===== config.mk =====
export PLATFORM = sky130hd
export DESIGN_NAME = sic_counter_unit
export DESIGN_NICKNAME = d
export VERILOG_FILES = /design/src/rtl/sic_pkg.sv /design/src/rtl/sic_flag.sv /design/src/rtl/sic_bit_counter.sv /design/src/rtl/sic_clk_select.sv /design/src/rtl/sic_counter_unit.sv
export SDC_FILE = /design/constraint.sdc
export NUM_CORES = 1
export LEC_CHECK = 0
export ABC_CLOCK_PERIOD_IN_PS = 6500
export BUFFER_PORTS_ARGS = -buffer_cell sky130_fd_sc_hd__buf_2
export CAP_MARGIN = 10
export CORE_MARGIN = 5
export CORE_UTILIZATION = 52
export DETAILED_ROUTE_END_ITERATION = 8
export HOLD_SLACK_MARGIN = 0.05
export PLACE_DENSITY = 0.82
export SYNTH_ARGS = -nofsm -noshare
export SYNTH_HDL_FRONTEND = slang
export SYNTH_HIERARCHICAL = 1
export SYNTH_SLANG_ARGS = --single-unit

===== constraint.sdc =====
create_clock -name clk -period 6.5 [get_ports clk]
set_clock_uncertainty 0.15 [all_clocks]
set_input_delay 0.65 -clock clk [delete_from_list [all_inputs] [get_ports clk]]
set_output_delay 0.65 -clock clk [all_outputs]
set_load 0.02 [all_outputs]

===== src/rtl/sic_pkg.sv =====
package sic_pkg;

   typedef enum logic [1:0] {
      SRC_SOFT     = 2'b00,
      SRC_TIMER    = 2'b01,
      SRC_EXT_RISE = 2'b10,
      SRC_EXT_FALL = 2'b11
   } clk_src_e;

   typedef struct packed {
      logic       start_ie;
      logic       ovf_ie;
      logic [1:0] wmode;
      clk_src_e   src;
      logic       soft_clk;
   } ctrl_t;

   localparam logic SEL_CTRL = 1'b0;
   localparam logic SEL_STAT = 1'b1;

   localparam int FLG_START = 0;
   localparam int FLG_OVF   = 1;
   localparam int FLG_STOP  = 2;
   localparam int NFLAGS    = 3;

endpackage


===== src/rtl/sic_flag.sv =====
module sic_flag (
   input  logic clk,
   input  logic rst_n,
   input  logic set,
   input  logic clr,
   output logic q
);

   always_ff @(posedge clk or negedge rst_n) begin
      if (!rst_n)   q <= 1'b0;
      else if (set) q <= 1'b1;
      else if (clr) q <= 1'b0;
   end

   // an event arriving with a clear is not lost
   assert_set_wins_R8: assert property (@(posedge clk) disable iff (!rst_n)
      set |=> q);
   // a clear without a set empties the flag
   assert_clear_R9: assert property (@(posedge clk) disable iff (!rst_n)
      (clr && !set) |=> !q);

endmodule


===== src/rtl/sic_bit_counter.sv =====
module sic_bit_counter #(
   parameter int W = 4
) (
   input  logic         clk,
   input  logic         rst_n,
   input  logic         inc,
   input  logic         load,
   input  logic [W-1:0] ld_val,
   output logic [W-1:0] cnt,
   output logic         wrap
);

   localparam logic [W-1:0] CNT_MAX = {W{1'b1}};

   assign wrap = inc && !load && (cnt == CNT_MAX);

   always_ff @(posedge clk or negedge rst_n) begin
      if (!rst_n)    cnt <= '0;
      else if (load) cnt <= ld_val;
      else if (inc)  cnt <= cnt + W'(1);
   end

   // a software load beats a same-cycle increment
   assert_load_wins_R3: assert property (@(posedge clk) disable iff (!rst_n)
      load |=> (cnt == $past(ld_val)));
   // each clock event moves the count by exactly one
   assert_count_step_R5: assert property (@(posedge clk) disable iff (!rst_n)
      (inc && !load) |=> (cnt == $past(cnt) + W'(1)));
   // the top value rolls over to zero
   assert_wrap_zero_R8: assert property (@(posedge clk) disable iff (!rst_n)
      (inc && !load && cnt == CNT_MAX) |=> (cnt == '0));

endmodule


===== src/rtl/sic_clk_select.sv =====
module sic_clk_select
   import sic_pkg::*;
#(
   parameter int SYNC_STAGES = 2
) (
   input  logic  clk,
   input  logic  rst_n,
   input  logic  ext_clk,
   input  logic  tmr_match,
   input  ctrl_t cfg,
   input  logic  strobe_clk,
   input  logic  strobe_tog,
   output logic  tick
);

   if (SYNC_STAGES < 0 || SYNC_STAGES > 3) begin : g_bad_sync
      $error("sic_clk_select: SYNC_STAGES must lie in 0..3");
   end

   logic ext_s;
   logic ext_prev;

   if (SYNC_STAGES == 0) begin : g_nosync
      assign ext_s = ext_clk;
   end else begin : g_sync
      logic [SYNC_STAGES-1:0] chain;
      always_ff @(posedge clk or negedge rst_n) begin
         if (!rst_n) chain <= '0;
         else        chain <= (chain << 1) | SYNC_STAGES'(ext_clk);
      end
      assign ext_s = chain[SYNC_STAGES-1];
   end

   always_ff @(posedge clk or negedge rst_n) begin
      if (!rst_n) ext_prev <= 1'b0;
      else        ext_prev <= ext_s;
   end

   logic rise, fall;
   assign rise = ext_s && !ext_prev;
   assign fall = !ext_s && ext_prev;

   always_comb begin
      unique case (cfg.src)
         SRC_SOFT:  tick = strobe_clk;
         SRC_TIMER: tick = tmr_match;
         default:   tick = cfg.soft_clk ? (strobe_clk && strobe_tog)
                                        : (cfg.src == SRC_EXT_FALL ? fall : rise);
      endcase
   end

endmodule


===== src/rtl/sic_counter_unit.sv =====
module sic_counter_unit
   import sic_pkg::*;
#(
   parameter int CNT_W       = 4,
   parameter int SYNC_STAGES = 2
) (
   input  logic       clk,
   input  logic       rst_n,
   input  logic       reg_sel,
   input  logic       reg_wr,
   input  logic [7:0] reg_wdata,
   output logic [7:0] reg_rdata,
   input  logic       buf_rd,
   input  logic       gie,
   input  logic       ext_clk,
   input  logic       tmr_match,
   input  logic       start_det,
   input  logic       stop_det,
   input  logic       shreg_msb,
   input  logic       sda_in,
   output logic       irq_start,
   output logic       irq_ovf,
   output logic       scl_hold
);

   if (CNT_W < 2 || CNT_W > 4) begin : g_bad_cntw
      $error("sic_counter_unit: CNT_W must lie in 2..4");
   end

   logic ctrl_wr, stat_wr;
   assign ctrl_wr = reg_wr && (reg_sel == SEL_CTRL);
   assign stat_wr = reg_wr && (reg_sel == SEL_STAT);

   // control register; strobes act on the write, soft_clk is kept as mode
   ctrl_t ctrl_q, ctrl_new, ctrl_eff;
   assign ctrl_new = '{start_ie: reg_wdata[7], ovf_ie: reg_wdata[6],
                       wmode: reg_wdata[5:4], src: clk_src_e'(reg_wdata[3:2]),
                       soft_clk: reg_wdata[1]};
   assign ctrl_eff = ctrl_wr ? ctrl_new : ctrl_q;

   always_ff @(posedge clk or negedge rst_n) begin
      if (!rst_n)       ctrl_q <= '0;
      else if (ctrl_wr) ctrl_q <= ctrl_new;
   end

   logic two_wire;
   assign two_wire = ctrl_q.wmode[1];

   logic tick;
   sic_clk_select #(.SYNC_STAGES(SYNC_STAGES)) u_src (
      .clk        (clk),
      .rst_n      (rst_n),
      .ext_clk    (ext_clk),
      .tmr_match  (tmr_match),
      .cfg        (ctrl_eff),
      .strobe_clk (ctrl_wr && reg_wdata[1]),
      .strobe_tog (ctrl_wr && reg_wdata[0]),
      .tick       (tick)
   );

   logic [CNT_W-1:0] cnt_q;
   logic             wrap;
   sic_bit_counter #(.W(CNT_W)) u_cnt (
      .clk    (clk),
      .rst_n  (rst_n),
      .inc    (tick),
      .load   (stat_wr),
      .ld_val (reg_wdata[CNT_W-1:0]),
      .cnt    (cnt_q),
      .wrap   (wrap)
   );

   logic [NFLAGS-1:0] flag_set, flag_clr, flag_q;
   assign flag_set[FLG_START] = start_det && two_wire;
   assign flag_clr[FLG_START] = stat_wr && reg_wdata[7];
   assign flag_set[FLG_OVF]   = wrap;
   assign flag_clr[FLG_OVF]   = (stat_wr && reg_wdata[6]) || buf_rd;
   assign flag_set[FLG_STOP]  = stop_det && two_wire;
   assign flag_clr[FLG_STOP]  = stat_wr && reg_wdata[5];

   for (genvar i = 0; i < NFLAGS; i++) begin : g_flag
      sic_flag u_flag (
         .clk   (clk),
         .rst_n (rst_n),
         .set   (flag_set[i]),
         .clr   (flag_clr[i]),
         .q     (flag_q[i])
      );
   end

   logic collide;
   assign collide = two_wire && (shreg_msb != sda_in);

   logic [3:0] cnt_view;
   assign cnt_view = 4'(cnt_q);

   always_comb begin
      if (reg_sel == SEL_CTRL)
         reg_rdata = {ctrl_q.start_ie, ctrl_q.ovf_ie, ctrl_q.wmode, ctrl_q.src, 2'b00};
      else
         reg_rdata = {flag_q[FLG_START], flag_q[FLG_OVF], flag_q[FLG_STOP], collide, cnt_view};
   end

   assign irq_start = flag_q[FLG_START] && ctrl_q.start_ie && gie;
   assign irq_ovf   = flag_q[FLG_OVF] && ctrl_q.ovf_ie && gie;
   assign scl_hold  = two_wire && (flag_q[FLG_START] || flag_q[FLG_OVF]);

   // the overflow flag only rises together with a rollover to zero
   assert_ovf_at_zero_R8: assert property (@(posedge clk) disable iff (!rst_n)
      $rose(flag_q[FLG_OVF]) |-> (cnt_q == '0));
   // in software mode with no register write the count stays put
   assert_soft_idle_R4: assert property (@(posedge clk) disable iff (!rst_n)
      (!reg_wr && ctrl_q.src == SRC_SOFT) |=> $stable(cnt_q));

endmodule


After elaboration in Yosys (flattened, before gate mapping):

Index checks and enable logic that the tools add are counted.

* equality and inequality tests: 4
* muxes and demuxes: 13
* bitwise gates (word level): 2
* reductions and logical operators: 30
* add/sub/neg operators: 1

Operators by type and width (number)
* $logic_and 1x1->1: 20
* $mux 1: 8
* $mux 4: 2
* $mux 8: 1
* $reduce_bool 2->1: 4
* $add 4x1->4 const B: 1
* $eq 4x4->1 const B: 1
* $logic_not 1->1: 3
* $mux 3: 1
* $eq 2x1->1 const B: 1
* $eq 2x2->1 const B: 1
* $logic_not 2->1: 1
* $logic_or 1x1->1: 2
* $or 2x1->2: 1
* $pmux 1 s2: 1
* $ne 1x1->1: 1
* $not 1->1: 1

* logic and storage cells: 61
* flip-flop bits (word level): 17
* output and inout port bits: 11

Logic depth before layout (Yosys ltp):

Gate-level depths: netlist (run 1).

* depth in word-level cells: 10
* gate-level depth with buffers: 9

Cells and area by module:

The synthesis (run 1) kept the hierarchy.

By module, submodules not included
* sic_counter_unit: cells each 39, seq. area each 175.2 µm², instances 1, area an instance 467.9 µm²
* sic_bit_counter: cells each 21, seq. area each 100.1 µm², instances 1, area an instance 215.2 µm²
* sic_clk_select: cells each 9, seq. area each 75.1 µm², instances 1, area an instance 125.1 µm²
* sic_flag: cells each 3, seq. area each 25.0 µm², instances 3, area an instance 36.3 µm²

Worst setup path after synthesis (run 1):

No wires, ideal clock.

* kind: in2reg
* start point: input port reg_wr
* end point: register u_cnt.cnt[3]
* setup slack: 3.799 ns
* cell stages on the path: 9
* data required time: 6.225 ns
* library setup time: 0.125 ns
* arrival: 2.427 ns
* path buffers: 1
* cells stage by stage: nor2b_2 buf_6 mux2_4 nor4b_1 a311oi_1 a21oi_1 nand4_2 xnor2_1 mux2_2

RTL lines
* start: declaration: line sic_counter_unit.sv:10 `input logic reg_wr,`
* end signal: assignment: line sic_bit_counter.sv:19 `else if (load) cnt <= ld_val;`
* end signal: assignment: line sic_bit_counter.sv:20 `else if (inc) cnt <= cnt + W'(1);`
* end: declaration: line sic_bit_counter.sv:9 `output logic [W-1:0] cnt,`

==> results of run 1 <==
synthesized netlist by cell type, types with 2 or more instances:
library cell / number / area, um^2
a21o_1: 4 / 30.03
and2_1: 7 / 43.79
and3_1: 4 / 25.02
dfrtp_1: 17 / 425.4
inv_1: 4 / 15.01
mux2_2: 6 / 67.56
mux2_4: 7 / 105.1
nand2_1: 6 / 22.52
o21ai_0: 2 / 10.01
xnor2_1: 3 / 26.28
cells by family after synthesis:
family / Yosys count
adder cells (fa/ha/maj): 1
AND/OR/NAND/NOR: 23
flip-flops: 17
multiplexers: 14
AO/OA/AOI/OAI: 12
XOR/XNOR: 4
buffers and inverters: 7
per-stage QoR:
stage | instance area [um^2] | worst slack (ps) | utilization, % | cells | total power [W]
after global routing | 1106 | 3331 | 64.76 | 134 | 0.0003366
after floorplan | 917.1 | 3799 | - | 78 | 0.0002269
after detailed placement | 1079 | 3175 | 63.15 | 130 | 0.0002634
final | 1106 | 3414 | 64.76 | 134 | 0.0003172
after CTS | 1106 | 3485 | 64.76 | 134 | 0.0003192
after global placement | 1079 | 3336 | 63.15 | 130 | 0.0002578
registers in the layout (all words and copies together) (netlist names):
name / flops
ctrl_q: 7
u_cnt/cnt: 4
g_flag.u_flag/q: 3
u_src/g_sync.chain: 2
u_src/ext_prev: 1
path summary, 6_finish.rpt:
path | end | start | slack [ps] | cells past startpoint
max | u_cnt/cnt[3] | reg_sel | 3410 | 9
min | u_cnt/cnt[1] | rst_n | 120 | 1
max reg2reg | u_cnt/cnt[3] | ctrl_q[0] | 4140 | 7
min reg2reg | u_src/g_sync.chain[1] | u_src/g_sync.chain[0] | 220 | 0
max in group asynchronous | g_flag[1].u_flag/q | rst_n | 5810 | 1
min in group clk | u_src/g_sync.chain[1] | u_src/g_sync.chain[0] | 220 | 0
layer usage:
layer | global-route usage [%] | up-vias
li1 | - | 332
met2 | 26.78 | 15
met5 | 0 | -
met3 | 1.719 | 2
met4 | 3.930 | 0
met1 | 17.88 | 310
final cells by class:
type	count	area [um^2]	share of cell area (%)
Clock buffer	3	22.52	2.036
Clock inverter	1	5.005	0.4525
Inverter	4	15.01	1.357
Multi-Input combinational cell	54	456.7	41.29
Sequential cell	17	425.4	38.46
Tap cell	25	31.28	2.828
Timing Repair Buffer	30	150.1	13.57
power groups by stage:
stage,registers (W),clock network (W),logic [W]
floorplan,0.000146,0,0.0000806
global placement,0.000152,0,0.000106
detailed placement,0.000154,0,0.000110
CTS,0.000152,0.0000578,0.000110
global route,0.000155,0.0000629,0.000119
finish,0.000151,0.0000557,0.000110
cells in the final DEF, fill, tap and decap left out:
master,count
ha_1,1
and2_1,7
o21ai_1,1
o21a_1,1
mux2_4,7
buf_2,30
nor2b_2,1
nor4b_1,1
mux2i_1,1
a21oi_1,1
xor2_1,1
and2b_1,1
xnor2_1,3
clkbuf_4,3
dfrtp_1,17
inv_1,4
and3_1,4
nand4_2,1
o21ai_0,2
nand2_1,6
and4bb_1,1
a311oi_1,1
clkinv_2,1
nor3_1,1
mux2_2,6
o22ai_1,1
a211oi_1,1
a21o_1,4
==> impl_metrics.json, run 1 <==
{
  "status": "finished clean",
  "path_delay_family": "simple AND/OR/NAND/NOR gates",
  "relSlewSlack_pct": 61.59,
  "path_clk_slew_ps": 100,
  "netlist_area_um2": 917.1,
  "end_kind": "flip-flop",
  "dieArea_um2": 2703,
  "post_cts_resized": 0,
  "leakage_nw": 0.5686,
  "dr.pass1.iters": 4,
  "area_growth_pct": 20.60,
  "grt_pass1_vias": 662,
  "num_rows": 15,
  "routabilityCongestion": 0.7899,
  "netlist_instances": 78,
  "die_w_um": 52.00,
  "seqPwrFrac_pct": 47.7,
  "synthDistinctLibCells": 28,
  "synth-edff-count": 0,
  "crit_type": "in -> reg",
  "vias": 659,
  "hold_buffers": 0,
  "async_flop_share_pct": 100.0,
  "ioPinCount": 31,
  "clock_sinks": 17,
  "tightest_slew_ps": 573.6,
  "muxShareOfSynthArea_pct": 19.92,
  "grt_max_degree": 18,
  "grt_pass1_wl_um": 2911,
  "vias_per_cell": 4.918,
  "synth_simple_gate_area_share_pct": 15.96,
  "power_frac_comb_pct": 34.7,
  "finalSetupTns_ps": 0,
  "startpoint_type": "primary input",
  "hold_viol": 0,
  "period_share_pct": 47.47,
  "routed_wl_um": 1893,
  "drtIter0Drc": 8,
  "drive_above_1_share_pct": 44.95,
  "swShare_pct": 35.04,
  "antenna_left": 0,
  "p_per_area_nw_per_um2": 286.8,
  "final_max_slew_viol_count": 0,
  "met2_length_um": 966,
  "arrival_ps": 3120,
  "cap_violations": 0,
  "ys_seq_area_share_pct": 46.38,
  "holdWs_ps": 116.3,
  "core_um2": 1708,
  "cts_made_buffers": 3,
  "cts_max_level": 1,
  "grtUsageTotal_pct": 14.64,
  "drcViolationCount": 0,
  "die_h_um": 52.00,
  "start_util_pct": 53.70,
  "path_buf_inv": 1,
  "clk_latency_ps": 280,
  "n_fill_cell": 141,
  "hold_class": "in -> async",
  "synth_seq_cells": 17,
  "maxUsedRoutingLayer": "met4",
  "met1_length_um": 844,
  "portBuffers": 30,
  "cts_root_buf": "clkbuf_4",
  "synth_fa_ha_area_share_pct": 1.364,
  "grt_overflow": 0,
  "ys.warnings.count": 6,
  "vdd.ir_drop.worst_uv": 166.6,
  "clkPwrFrac_pct": 17.6,
  "finalSetupViolCount": 0,
  "cp_slowest_cell": "nor2b_2",
  "fin_crit_ps": 3086,
  "cts_buffer_depth": 2,
  "syn_nets": 99,
  "avgSynthCellArea_um2": 11.76,
  "num_antenna_cells": 0,
  "critPathMaxFanout": 13,
  "crit_chain": "buf_2 > nor2b_2 > mux2_4 > nor4b_1 > a311oi_1 > a21oi_1 > nand4_2 > xnor2_1 > mux2_2",
  "required_ps": 6530,
  "cts_tree": "done",
  "post_drt_wl_per_cell_um": 14.13,
  "synthFlopType": "dfrtp_1",
  "synth_top_family_by_area": "multiplexers",
  "rsz0062_at_grt": "no",
  "fmax_ghz": 0.3241,
  "p_sw_w": 0.0001112,
  "fin_nets": 131,
  "dpl.hpwl_um": 1455,
  "synth-xor-area-share_pct": 3.820,
  "antenna_found_initial": 0,
  "p_int_w": 0.0002061,
  "slowest_delay_ps": 500,
  "wl_met3_um": 70,
  "synth_compound_area_share_pct": 8.731,
  "post_cts_buffers": 0
}
No activity file was read; power rests on OpenSTA's default activity.
==> run 2, diff against run 1 <==
--- a/config.mk
+++ b/config.mk
@@ -5,14 +5,15 @@
 export SDC_FILE = /design/constraint.sdc
 export NUM_CORES = 1
 export LEC_CHECK = 0
-export ABC_CLOCK_PERIOD_IN_PS = 6500
+export ABC_AREA = 1
+export ABC_CLOCK_PERIOD_IN_PS = 2850
 export BUFFER_PORTS_ARGS = -buffer_cell sky130_fd_sc_hd__buf_2
 export CAP_MARGIN = 10
 export CORE_MARGIN = 5
-export CORE_UTILIZATION = 52
+export CORE_UTILIZATION = 49
 export DETAILED_ROUTE_END_ITERATION = 8
 export HOLD_SLACK_MARGIN = 0.05
-export PLACE_DENSITY = 0.82
+export PLACE_DENSITY = 0.77
 export SYNTH_ARGS = -nofsm -noshare
 export SYNTH_HDL_FRONTEND = slang
 export SYNTH_HIERARCHICAL = 1
==> constraint.sdc (replaced) <==
create_clock -name clk -period 2.85 [get_ports clk]
set_clock_uncertainty 0.15 [all_clocks]
set_input_delay 0.285 -clock clk [delete_from_list [all_inputs] [get_ports clk]]
set_output_delay 0.285 -clock clk [all_outputs]
set_load 0.02 [all_outputs]
==> run 2 against run 1 <==
Largest power group unchanged. Register-to-register slack got worse by 3000 ps. First-iteration DRC count grew to 2.6 times the previous value. Final area up 10%.
==> impl_metrics.json, run 2 <==
{
  "status": "finished clean",
  "final_cell_mix": "46 x nand2_1, 32 x inv_1, 30 x buf_2",
  "cts_tree": "done",
  "yosysMostFrequentCell": "nand2_1",
  "synth-edff-count": 0,
  "vias": 974,
  "critPathMaxFanout": 13,
  "post_drt_wl_per_cell_um": 11.27,
  "instances_no_fill": 203,
  "p_per_area_nw_per_um2": 558.8,
  "netlist_area_um2": 999.7,
  "fmax_ghz": 0.5597,
  "required_ps": 2930,
  "cp_slowest_cell": "a21oi_2",
  "final_common_cell": "nand2_1",
  "core_um2": 1962,
  "reg.largest.list": "ctrl_q x7, u_cnt/cnt x4, g_flag.u_flag/q x3",
  "end_kind": "flip-flop",
  "synthTopCellsByArea": "dfrtp_1 43%, nand2_1 17%, inv_1 12%, nand3_1 6.0%, o21ai_2 3.5%",
  "dieArea_um2": 3044,
  "synth_simple_gate_area_share_pct": 30.54,
  "period_share_pct": 62.69,
  "dr.pass1.iters": 4,
  "tightest_slew_ps": 391.9,
  "met1_length_um": 1029,
  "drive_above_1_share_pct": 25.57,
  "fin_nets": 198,
  "cts_made_buffers": 3,
  "path_clk_slew_ps": 110,
  "slowest_delay_ps": 200,
  "vdd.ir_drop.worst_uv": 390.0,
  "relSlewSlack_pct": 73.87,
  "synth_fa_ha_area_share_pct": 1.252,
  "crit_chain": "buf_2 > inv_2 > nand2_4 > nand2_1 > nand2_1 > inv_1 > nand2_1 > and2_0 > a21oi_2 > inv_1 > nor2_1 > nand3_1 > nand3_1",
  "grt_max_degree": 18,
  "grt_pass1_vias": 915,
  "synth-xor-area-share_pct": 0.8761,
  "synth_top_family_by_area": "simple AND/OR/NAND/NOR gates",
  "die_w_um": 55.17,
  "synth_seq_cells": 17,
  "netlist_instances": 142,
  "area_growth_pct": 21.78,
  "synthDistinctLibCells": 23,
  "n_fill_cell": 197,
  "synth_compound_area_share_pct": 10.39,
  "routed_wl_um": 2288,
  "syn_nets": 163,
  "hold_class": "in -> reg",
  "clock_sinks": 17,
  "start_util_pct": 50.96,
  "wl_met3_um": 139,
  "startpoint_type": "primary input",
  "grt_overflow": 0,
  "drtIter0Drc": 21,
  "yosys-top-cells-count": "46 x nand2_1, 32 x inv_1, 17 x dfrtp_1",
  "cts_max_level": 1,
  "largest-register": "ctrl_q",
  "die_h_um": 55.17,
  "cpMostUsedCell": "nand2_1",
  "largest_register_ff_count": 7,
  "crit_type": "in -> reg",
  "final_max_slew_viol_count": 0,
  "ioPinCount": 31,
  "antenna_found_initial": 0,
  "num_antenna_cells": 0,
  "cap_violations": 0,
  "post_cts_buffers": 0,
  "grt_pass1_wl_um": 3691,
  "ys.warnings.count": 6,
  "finalSetupTns_ps": 0,
  "synth_top_area_share_pct": 42.55,
  "numPlacedInstances": 197,
  "synthFlopType": "dfrtp_1",
  "async_flop_share_pct": 100.0,
  "cts_root_buf": "clkbuf_4",
  "grtUsageTotal_pct": 17.04,
  "clk_latency_ps": 300,
  "synth_top_cell_by_area": "dfrtp_1",
  "hold_viol": 0,
  "muxShareOfSynthArea_pct": 0,
  "ys_seq_area_share_pct": 42.55,
  "finalSetupViolCount": 0,
  "arrival_ps": 1870,
  "cts_buffer_depth": 2,
  "leakage_nw": 0.7366,
  "drcViolationCount": 0,
  "vias_per_cell": 4.798,
  "routabilityCongestion": 0.7974,
  "avgSynthCellArea_um2": 7.040,
  "antenna_left": 0,
  "portBuffers": 30,
  "hold_buffers": 2,
  "rsz0062_at_grt": "no",
  "met2_length_um": 1086,
  "fin_crit_ps": 1787,
  "dpl.hpwl_um": 1759,
  "post_cts_resized": 0,
  "num_rows": 16,
  "maxUsedRoutingLayer": "met4"
}
==> run 2: changes by cell type after synthesis, moves of 4 or more <==
| cell | delta |
|---|---|
| mux2_4 | -7 |
| mux2_2 | -6 |
| o21ai_2 | +4 |
| nor2_1 | +7 |
| nand3_1 | +12 |
| and2_1 | -7 |
| a21o_1 | -4 |
| nand2_1 | +40 |
| inv_1 | +28 |
| and3_1 | -4 |
==> run 2: path summary, 6_finish.rpt <==
kind | startpoint | endpoint | slack [ps] | depth (start not counted)
setup / recovery | reg_sel | u_cnt/cnt[3] | 1060 | 13
hold / removal | reg_wdata[4] | ctrl_q[3] | 80 | 3
setup reg to reg | ctrl_q[1] | u_cnt/cnt[3] | 1140 | 10
hold reg to reg | u_src/g_sync.chain[0] | u_src/g_sync.chain[1] | 210 | 0
max in group asynchronous | rst_n | u_cnt/cnt[2] | 1990 | 2
min in group asynchronous | rst_n | g_flag[2].u_flag/q | 270 | 2
==> run 2: logic make-up after synthesis <==
family,count (synthesis)
and+or+nand+nor,72
buffers and inverters,36
DFF,17
AOI/OAI and AO/OA,15
xor gates and xnor gates,1
adders and majority gates,1
==> run 2: metal layers <==
metal  vias up  track usage, %
met5         -               0
met4         0           5.668
met3         6           3.753
met2        34           30.71
met1       442           19.83
li1        492               -
==> run 2: power by group <==
part / switching (W) / internal (W) / total [W]
registers: 0.0000409 / 0.000282 / 0.000323
logic: 0.000137 / 0.0000849 / 0.000222
clock network: 0.0000819 / 0.0000534 / 0.000135
total: 0.000260 / 0.000421 / 0.000680
==> run 2: cell type report <==
type | count | area (um^2) | share of cell area [%]
Inverter | 34 | 127.6 | 10.48
Multi-Input combinational cell | 89 | 430.4 | 35.35
Tap cell | 27 | 33.78 | 2.775
Sequential cell | 17 | 425.4 | 34.94
Clock inverter | 1 | 7.507 | 0.6166
Clock buffer | 3 | 22.52 | 1.850
Timing Repair Buffer | 32 | 170.2 | 13.98
==> run 2: critical path: cells and delay by family <==
kind / cells / cell delay [ps]
AND/OR/NAND/NOR: 8 / 890
buffers and inverters: 4 / 490
AO/OA/AOI/OAI: 1 / 200
==> run 2: per-stage QoR <==
step / total power (W) / area, um^2 / hold slack [ps] / utilization, % / worst slack [ps]
finish: 0.0006803 / 1217 / 76.07 / 62.05 / 1063
global route: 0.0007280 / 1217 / 83.85 / 62.05 / 913.2
CTS: 0.0006821 / 1217 / 68.65 / 62.05 / 1119
detailed placement: 0.0005445 / 1167 / 76.18 / 59.50 / 810.6
global placement: 0.0005378 / 1167 / 75.75 / 59.50 / 944.4
floorplan: 0.0004707 / 999.7 / -160.6 / - / 1198
